**config.mk**
```make
export PLATFORM = sky130hd
export DESIGN_NAME = ctrlreg_file
export DESIGN_NICKNAME = d
export VERILOG_FILES = /design/src/rtl/ctrlreg_pkg.sv /design/src/rtl/ctrl_wr_decode.sv /design/src/rtl/ctrl_reg_slot.sv /design/src/rtl/ctrl_pred_bank.sv /design/src/rtl/ctrl_read_mux.sv /design/src/rtl/ctrlreg_file.sv
export SDC_FILE = /design/constraint.sdc
export NUM_CORES = 2
export LEC_CHECK = 0
export CAP_MARGIN = 20
export CORE_MARGIN = 2
export CORE_UTILIZATION = 30
export DETAILED_ROUTE_END_ITERATION = 12
export DONT_BUFFER_PORTS = 1
export PLACE_DENSITY = 0.47
export SYNTH_ARGS = -nofsm -noshare
export SYNTH_HDL_FRONTEND = slang
export SYNTH_SLANG_ARGS = --single-unit
```
**constraint.sdc**
```tcl
create_clock -name clk -period 2.1 [get_ports clk]
set_input_delay 0.315 -clock clk [delete_from_list [all_inputs] [get_ports clk]]
set_output_delay 0.315 -clock clk [all_outputs]
set_load 0.05 [all_outputs]
```
**src/rtl/ctrlreg_pkg.sv**
```systemverilog
// Shared constants and per-index attributes for the masked control register file.
// Assumes a 5-bit index space and 32-bit registers.
package ctrlreg_pkg;
    localparam int unsigned CR_W    = 32;
    localparam int unsigned CR_N    = 32;
    localparam int unsigned CR_IW   = $clog2(CR_N);
    localparam int unsigned PRED_N  = 4;
    localparam int unsigned PRED_W  = CR_W / PRED_N;

    localparam int unsigned IDX_PRED   = 4;
    localparam int unsigned IDX_USR    = 8;
    localparam int unsigned IDX_PC     = 9;
    localparam int unsigned IDX_GP     = 11;
    localparam int unsigned IDX_CYC_LO = 14;
    localparam int unsigned IDX_CYC_HI = 15;
    localparam int unsigned IDX_TMR_LO = 30;
    localparam int unsigned IDX_TMR_HI = 31;

    // True for slots that only the load port may change.
    function automatic bit is_counter(int unsigned idx);
        return (idx == IDX_CYC_LO) || (idx == IDX_CYC_HI) ||
               (idx == IDX_TMR_LO) || (idx == IDX_TMR_HI);
    endfunction

    // Protected-bit mask of a slot; zero means fully writable.
    function automatic logic [CR_W-1:0] prot_mask(int unsigned idx);
        if (is_counter(idx) || idx == IDX_PC) return '1;
        if (idx == IDX_USR)                   return 32'hC130_00C0;
        if (idx == IDX_GP)                    return 32'h0000_003F;
        return '0;
    endfunction

    // True for slots backed by their own flops.
    function automatic bit has_storage(int unsigned idx);
        return (idx != IDX_PRED) && (idx != IDX_PC);
    endfunction
endpackage

```
**src/rtl/ctrl_wr_decode.sv**
```systemverilog
// Turns the word and pair write ports into one enable and one data word per slot.
// Word port has priority on a shared slot; odd-base pair writes are dropped
// and flagged combinationally through pair_bad.
module ctrl_wr_decode
    import ctrlreg_pkg::*;
#(
    parameter int unsigned W  = CR_W,
    parameter int unsigned N  = CR_N,
    parameter int unsigned IW = CR_IW
) (
    input  logic                  wr_en,
    input  logic [IW-1:0]         wr_idx,
    input  logic [W-1:0]          wr_data,
    input  logic                  pw_en,
    input  logic [IW-1:0]         pw_idx,
    input  logic [2*W-1:0]        pw_data,
    output logic [N-1:0]          slot_we,
    output logic [N-1:0][W-1:0]   slot_wd,
    output logic                  pair_bad
);
    logic pair_ok;

    // Classify the pair request.
    always_comb begin
        pair_ok  = pw_en && !pw_idx[0];
        pair_bad = pw_en &&  pw_idx[0];
    end

    for (genvar i = 0; i < N; i++) begin : g_slot
        localparam logic [IW-1:0] SLOT = IW'(i);
        logic hit_word, hit_lo, hit_hi;
        // Per-slot hit detection and data selection, word port first.
        always_comb begin
            hit_word = wr_en && (wr_idx == SLOT);
            hit_lo   = pair_ok && (pw_idx == SLOT);
            hit_hi   = pair_ok && ((pw_idx | IW'(1)) == SLOT) && SLOT[0];
            slot_we[i] = hit_word || hit_lo || hit_hi;
            if (hit_word)    slot_wd[i] = wr_data;
            else if (hit_lo) slot_wd[i] = pw_data[W-1:0];
            else             slot_wd[i] = pw_data[2*W-1:W];
        end
    end
endmodule

```
**src/rtl/ctrl_reg_slot.sv**
```systemverilog
// One control register with a fixed protected-bit mask and an optional
// mask-bypassing load port (used for counter/timer slots). Load beats write.
module ctrl_reg_slot #(
    parameter int unsigned   W        = 32,
    parameter logic [W-1:0]  MASK     = '0,
    parameter bit            LOADABLE = 1'b0,
    parameter string         TAG      = "slot"
) (
    input  logic         clk,
    input  logic         rst_n,
    input  logic         we,
    input  logic [W-1:0] wd,
    input  logic         ld_en,
    input  logic [W-1:0] ld_data,
    output logic [W-1:0] q
);
    logic ld_act;

    // Load is only honoured on loadable slots.
    always_comb ld_act = LOADABLE && ld_en;

    // Register update: reset, load, or masked merge.
    always_ff @(posedge clk) begin
        if (!rst_n)      q <= '0;
        else if (ld_act) q <= ld_data;
        else if (we)     q <= (wd & ~MASK) | (q & MASK);
    end

    // protected bits survive a software write
    assert_protected_hold_R2: assert property (@(posedge clk) disable iff (!rst_n)
        (we && !ld_act) |=> ((q & MASK) == ($past(q) & MASK)));

    // unprotected bits take the written data
    assert_open_bits_take_R2: assert property (@(posedge clk) disable iff (!rst_n)
        (we && !ld_act) |=> ((q & ~MASK) == ($past(wd) & ~MASK)));

    // a load stores its data unmasked
    assert_load_stores_R11: assert property (@(posedge clk) disable iff (!rst_n)
        ld_act |=> (q == $past(ld_data)));
endmodule

```
**src/rtl/ctrl_pred_bank.sv**
```systemverilog
// Four 8-bit predicate registers seen through one packed word (P0 in the
// low byte). A write to the alias spreads the word across the four.
module ctrl_pred_bank
    import ctrlreg_pkg::*;
#(
    parameter int unsigned PN = PRED_N,
    parameter int unsigned PW = PRED_W
) (
    input  logic           clk,
    input  logic           rst_n,
    input  logic           we,
    input  logic [PN*PW-1:0] wd,
    output logic [PN*PW-1:0] packed_q
);
    for (genvar p = 0; p < PN; p++) begin : g_pred
        logic [PW-1:0] pr;
        // Hold one predicate, loaded from its byte of the alias word.
        always_ff @(posedge clk) begin
            if (!rst_n)  pr <= '0;
            else if (we) pr <= wd[p*PW +: PW];
        end
        always_comb packed_q[p*PW +: PW] = pr;
    end

    // the packed view returns what the alias write split
    assert_pred_roundtrip_R7: assert property (@(posedge clk) disable iff (!rst_n)
        we |=> (packed_q == $past(wd)));

    // predicates hold when not written
    assert_pred_hold_R7: assert property (@(posedge clk) disable iff (!rst_n)
        !we |=> $stable(packed_q));
endmodule

```
**src/rtl/ctrl_read_mux.sv**
```systemverilog
// Combinational word and pair read paths. Resolves the predicate alias and the
// PC slot; the pair path forces an even base.
module ctrl_read_mux
    import ctrlreg_pkg::*;
#(
    parameter int unsigned W  = CR_W,
    parameter int unsigned N  = CR_N,
    parameter int unsigned IW = CR_IW
) (
    input  logic [N-1:0][W-1:0] slot_q,
    input  logic [W-1:0]        pred_word,
    input  logic [W-1:0]        fetch_pc,
    input  logic [IW-1:0]       rd_idx,
    input  logic [IW-1:0]       prd_idx,
    output logic [W-1:0]        rd_data,
    output logic [2*W-1:0]      prd_data
);
    localparam logic [IW-1:0] I_PRED = IW'(IDX_PRED);
    localparam logic [IW-1:0] I_PC   = IW'(IDX_PC);

    // Value of one slot as software sees it.
    function automatic logic [W-1:0] view(input logic [IW-1:0] idx,
                                          input logic [N-1:0][W-1:0] sq,
                                          input logic [W-1:0] pw,
                                          input logic [W-1:0] pc);
        if (idx == I_PRED) return pw;
        if (idx == I_PC)   return pc;
        return sq[idx];
    endfunction

    logic [IW-1:0] base_lo, base_hi;

    // Drive both read ports.
    always_comb begin
        base_lo  = {prd_idx[IW-1:1], 1'b0};
        base_hi  = {prd_idx[IW-1:1], 1'b1};
        rd_data  = view(rd_idx, slot_q, pred_word, fetch_pc);
        prd_data = {view(base_hi, slot_q, pred_word, fetch_pc),
                    view(base_lo, slot_q, pred_word, fetch_pc)};
    end
endmodule

```
**src/rtl/ctrlreg_file.sv**
```systemverilog
// Top of the masked control register file: write decode, one slot per stored
// index, the predicate bank behind the alias, read muxing and the odd-pair
// error strobe. Assumes the counter/timer logic drives the load port.
module ctrlreg_file
    import ctrlreg_pkg::*;
#(
    parameter int unsigned W  = CR_W,
    parameter int unsigned N  = CR_N,
    parameter int unsigned IW = CR_IW
) (
    input  logic           clk,
    input  logic           rst_n,
    input  logic           wr_en,
    input  logic [IW-1:0]  wr_idx,
    input  logic [W-1:0]   wr_data,
    input  logic           pw_en,
    input  logic [IW-1:0]  pw_idx,
    input  logic [2*W-1:0] pw_data,
    input  logic           ld_en,
    input  logic [IW-1:0]  ld_idx,
    input  logic [W-1:0]   ld_data,
    input  logic [W-1:0]   fetch_pc,
    input  logic [IW-1:0]  rd_idx,
    output logic [W-1:0]   rd_data,
    input  logic [IW-1:0]  prd_idx,
    output logic [2*W-1:0] prd_data,
    output logic           pair_err
);
    logic [N-1:0]         slot_we;
    logic [N-1:0][W-1:0]  slot_wd;
    logic [N-1:0][W-1:0]  slot_q;
    logic [W-1:0]         pred_word;
    logic                 pair_bad;

    ctrl_wr_decode #(.W(W), .N(N), .IW(IW)) u_dec (
        .wr_en(wr_en), .wr_idx(wr_idx), .wr_data(wr_data),
        .pw_en(pw_en), .pw_idx(pw_idx), .pw_data(pw_data),
        .slot_we(slot_we), .slot_wd(slot_wd), .pair_bad(pair_bad)
    );

    for (genvar i = 0; i < N; i++) begin : g_reg
        if (i == IDX_PRED) begin : g_alias
            ctrl_pred_bank u_pred (
                .clk(clk), .rst_n(rst_n),
                .we(slot_we[i]), .wd(slot_wd[i]), .packed_q(pred_word)
            );
            always_comb slot_q[i] = '0;
        end else if (i == IDX_PC) begin : g_pc
            always_comb slot_q[i] = '0;
            // a write aimed at the PC leaves the PC read path on fetch_pc
            assert_pc_write_dropped_R5: assert property (@(posedge clk) disable iff (!rst_n)
                (slot_we[i] && rd_idx == IW'(IDX_PC)) |-> (rd_data == fetch_pc));
        end else begin : g_store
            logic ld_hit;
            // Route the load port to this slot when it targets it.
            always_comb ld_hit = ld_en && (ld_idx == IW'(i));
            ctrl_reg_slot #(
                .W(W), .MASK(prot_mask(i)), .LOADABLE(is_counter(i))
            ) u_slot (
                .clk(clk), .rst_n(rst_n),
                .we(slot_we[i]), .wd(slot_wd[i]),
                .ld_en(ld_hit), .ld_data(ld_data), .q(slot_q[i])
            );
        end
    end

    ctrl_read_mux #(.W(W), .N(N), .IW(IW)) u_rd (
        .slot_q(slot_q), .pred_word(pred_word), .fetch_pc(fetch_pc),
        .rd_idx(rd_idx), .prd_idx(prd_idx),
        .rd_data(rd_data), .prd_data(prd_data)
    );

    // One-cycle strobe after an odd-base pair write.
    always_ff @(posedge clk) begin
        if (!rst_n) pair_err <= 1'b0;
        else        pair_err <= pair_bad;
    end

    // odd-base pair write raises the strobe next cycle
    assert_odd_pair_flag_R10: assert property (@(posedge clk) disable iff (!rst_n)
        (pw_en && pw_idx[0]) |=> pair_err);

    // strobe never follows a cycle without an odd pair write
    assert_flag_cause_R10: assert property (@(posedge clk) disable iff (!rst_n)
        !(pw_en && pw_idx[0]) |=> !pair_err);

    // PC reads follow the fetch stage
    assert_pc_read_R5: assert property (@(posedge clk) disable iff (!rst_n)
        (rd_idx == IW'(IDX_PC)) |-> (rd_data == fetch_pc));
endmodule

```
==> impl_metrics.env <==
export IMPL_status="complete, but fails checks"
export IMPL_failed_checks="slew limit, setup timing"
export IMPL_synth_nets=6759
export IMPL_pre_cts_slack_ns=-0.4789
export IMPL_synth_top_family_by_area="multiplexers"
export IMPL_viasPerCell=6.026
export IMPL_gp_congestion=0.8629
export IMPL_skew_ns=0
export IMPL_critPathMaxFanout=869
export IMPL_die_h_um=455.4
export IMPL_die_area_um2=207400
export IMPL_globalRouteOverflowTotal=0
export IMPL_final_antenna_net_count=0
export IMPL_routedWlPerCell_um=31.46
export IMPL_die_w_um=455.4
export IMPL_setup_slack_ns=-2.299
export IMPL_fin_util=0.4101
export IMPL_vdd_ir_drop_max_v=0.0007488
export IMPL_max_stage_delay_ns=1.24
export IMPL_cpMaxStageDelayCell="a21boi_0"
export IMPL_crit_required_ns=2.77
export IMPL_io_pins=287
export IMPL_worstSetupPathType="in2reg"
export IMPL_rsz0062_at_grt="yes"
export IMPL_start_kind="input port"
export IMPL_synth_seq_area_share=0.3210
export IMPL_ys_warn_count=0
export IMPL_synthTopCellsByArea="dfxtp_1, o211a_1, mux2i_1"
export IMPL_tightestPinTransition_ns=5.960
export IMPL_clk_pin_slew_ns=0.06
export IMPL_antenna_found_initial=45
export IMPL_critical_path_top_delay_family="compound AO/OA/AOI/OAI gates"
export IMPL_grt_pass1_vias=58614
export IMPL_drive_gt1_frac=0.2624
export IMPL_synth_edf_count=0
export IMPL_synth_compound_area_frac=0.2180
export IMPL_finalCritPeriodShare=2.095
export IMPL_yosysUniqueCellTypes=55
export IMPL_syn_area_um2=61120
export IMPL_cts_tree="yes"
export IMPL_grt_pass1_wl_mm=441.1
export IMPL_muxShareOfSynthArea=0.2682
export IMPL_drt_wl_total_mm=312.1
export IMPL_track_usage=0.2914
export IMPL_syn_to_final_growth_pct=35.76
export IMPL_synth_fa_ha_area_frac=0
export IMPL_worst_hold_path_type="in2reg"
export IMPL_slew_headroom=-2.974
export IMPL_num_vias=59778
export IMPL_clock_path_buffers=3
export IMPL_h_tree_depth=3
export IMPL_synth_simple_gate_area_frac=0.1363
export IMPL_ys_seq_elements=980
export IMPL_initial_utilization=0.3021
export IMPL_power_density_nw_per_um2=575.0
export IMPL_first_pass_iters=6
export IMPL_synth_xor_area_frac=0
export IMPL_async_reset_ff_frac=0
export IMPL_clk_latency_ns=0.79
export IMPL_nets=7313
export IMPL_syn_inst=6569
export IMPL_path_cells="a21boi_0, dlygate4sd3_1"
export IMPL_coreArea_um2=202300
export IMPL_setup_viol=728
export IMPL_clockRootBuffer="clkbuf_16"
export IMPL_rows=165
export IMPL_synth_top_area_frac=0.3210
export IMPL_end_kind="register"
export IMPL_grt_max_degree=870
export IMPL_cts_num_sinks=980
export IMPL_fmax_ghz=0.2273
export IMPL_layout_min_cycle_time_ns=4.399
export IMPL_port_buffers=0
export IMPL_drv_slew=696
export IMPL_arrival_ns=5.07
export IMPL_tritoncts_num_buffers=116
export IMPL_syn_area_per_cell_um2=9.304
export IMPL_dr_first_iter_drc_count=6591
export IMPL_cap_violations=0
export IMPL_hold_viol_final=0
export IMPL_p_leak_uw=0.04261
export IMPL_drc=0
export IMPL_cp_num_buf_inv=1
export IMPL_yosys_most_used_dff="dfxtp_1"
export IMPL_dp_hpwl_mm=176.0
export IMPL_synth_top_cell_by_area="dfxtp_1"
[cell usage in the layout (no fill, tap or decap), types with 13 or more instances in the layout]
master / count
nor2_1: 118
a221oi_2: 17
o21ai_1: 19
clkbuf_1: 22
buf_6: 29
a21oi_2: 18
dlygate4sd3_1: 729
nand3_1: 397
o21a_1: 19
dfxtp_2: 337
nand2_1: 1347
nand2_2: 18
clkbuf_16: 122
clkinv_2: 25
mux2_2: 87
mux2_4: 40
a21oi_1: 57
mux4_2: 319
clkbuf_8: 37
mux2i_4: 13
nor2_4: 17
a22oi_2: 17
a221o_1: 21
a22oi_1: 64
mux2i_1: 751
a21oi_4: 45
buf_4: 244
buf_12: 232
diode_2: 25
o211a_1: 852
o211ai_1: 25
nand2_4: 29
a211oi_2: 61
o21ai_0: 21
a21boi_0: 128
a211oi_4: 38
dfxtp_1: 642
a22o_1: 24
[flip-flops by register name, summed over array words and instances, names as in the netlist]
register	cells
g.g_alias.u_pred.g_pred.pr	32
g.g_store.u_slot.q	947
pair_err	1
[final cells by class]
cell class,instances,area (um^2)
fillers,19547,119300
multi-input cells,4773,41060
flip-flops and latches,980,20040
repair buffers,1249,14430
clock buffers,177,3545
well taps,2672,3343
clock inverters,41,475.5
diodes,25,62.56
inverters,3,16.27
[metal layers]
layer	wire [um]	GRT usage	up-vias
met5	201	0	-
met4	17650	0.1505	28
met3	26610	0.05531	775
met2	142000	0.4657	3153
met1	125600	0.3729	30375
li1	-	-	25447
[Yosys cell counts, types with 2 or more instances]
library cell,count
o211ai_1,25
a21oi_1,120
o22ai_1,5
nand4_1,4
nor3_1,18
o21a_1,25
and3_1,3
o221a_1,9
mux2_1,4
nor2_1,141
a21o_1,10
buf_2,132
o21ai_1,12
a22oi_1,81
o211a_1,852
nor2b_1,18
nor4_1,2
mux2_2,125
buf_1,49
buf_4,44
nand2_1,1393
and4_1,2
a41o_1,4
nand3_1,411
a21boi_0,147
o31ai_1,9
a211oi_1,104
and2_1,9
or3_1,4
dfxtp_1,980
a221oi_1,21
nor4bb_1,2
clkbuf_1,580
buf_6,8
mux4_2,319
nand2b_1,7
o221ai_1,6
o21ai_0,38
o2bb2ai_1,12
inv_1,2
a22o_1,24
a221o_1,21
mux2i_1,775
[power by group]
part / switching, uW / internal (uW)
Combinational: 3470 / 3130
Clock: 9210 / 12700
Sequential: 274 / 18900
[stage by stage]
step	power [uW]	hold WS, ns	std cells	instance area, um^2	TNS, ns
after floorplan	23720	0.4496	6569	62710	-3.902
after CTS	47570	0.009063	9870	81780	-49.71
after global routing	48780	0.09701	9913	82960	-49.56
after detailed placement	24450	0.4646	8864	68510	-24.96
final	47710	0.07670	9920	82970	-958.78
after global placement	24400	0.4623	8864	68510	-24.51
[worst paths after layout]
kind,startpoint,to,slack (ns),cells after the start
max reg2reg,g_reg[12].g_store.u_slot.q[9],g_reg[12].g_store.u_slot.q[9],0.51,5
min reg2reg,g_reg[14].g_store.u_slot.q[18],g_reg[14].g_store.u_slot.q[18],0.48,2
max,rst_n,g_reg[30].g_store.u_slot.q[31],-2.30,2
min,ld_idx[4],g_reg[30].g_store.u_slot.q[20],0.08,4
[cells by family (layout without fill, tap and decap cells)]
| family | Yosys count | in the layout |
|---|---|---|
| AOI/OAI and AO/OA | 1525 | 1525 |
| buffers and inverters | 816 | 1470 |
| DFF | 980 | 980 |
| muxes | 1223 | 1223 |
| other | 0 | 25 |
| and+or+nand+nor | 2025 | 2025 |
[what timing repair did]
item                                    4_1_cts  5_1_grt
hold buffers                                752        0
resized for setup                           460      255
endpoints found under the hold margin       980        0
endpoints found under the setup margin       96       97
cloned                                        0        1
pin swaps                                   139      127
setup buffers                                54       22
Power figures use the tool's default switching activity.
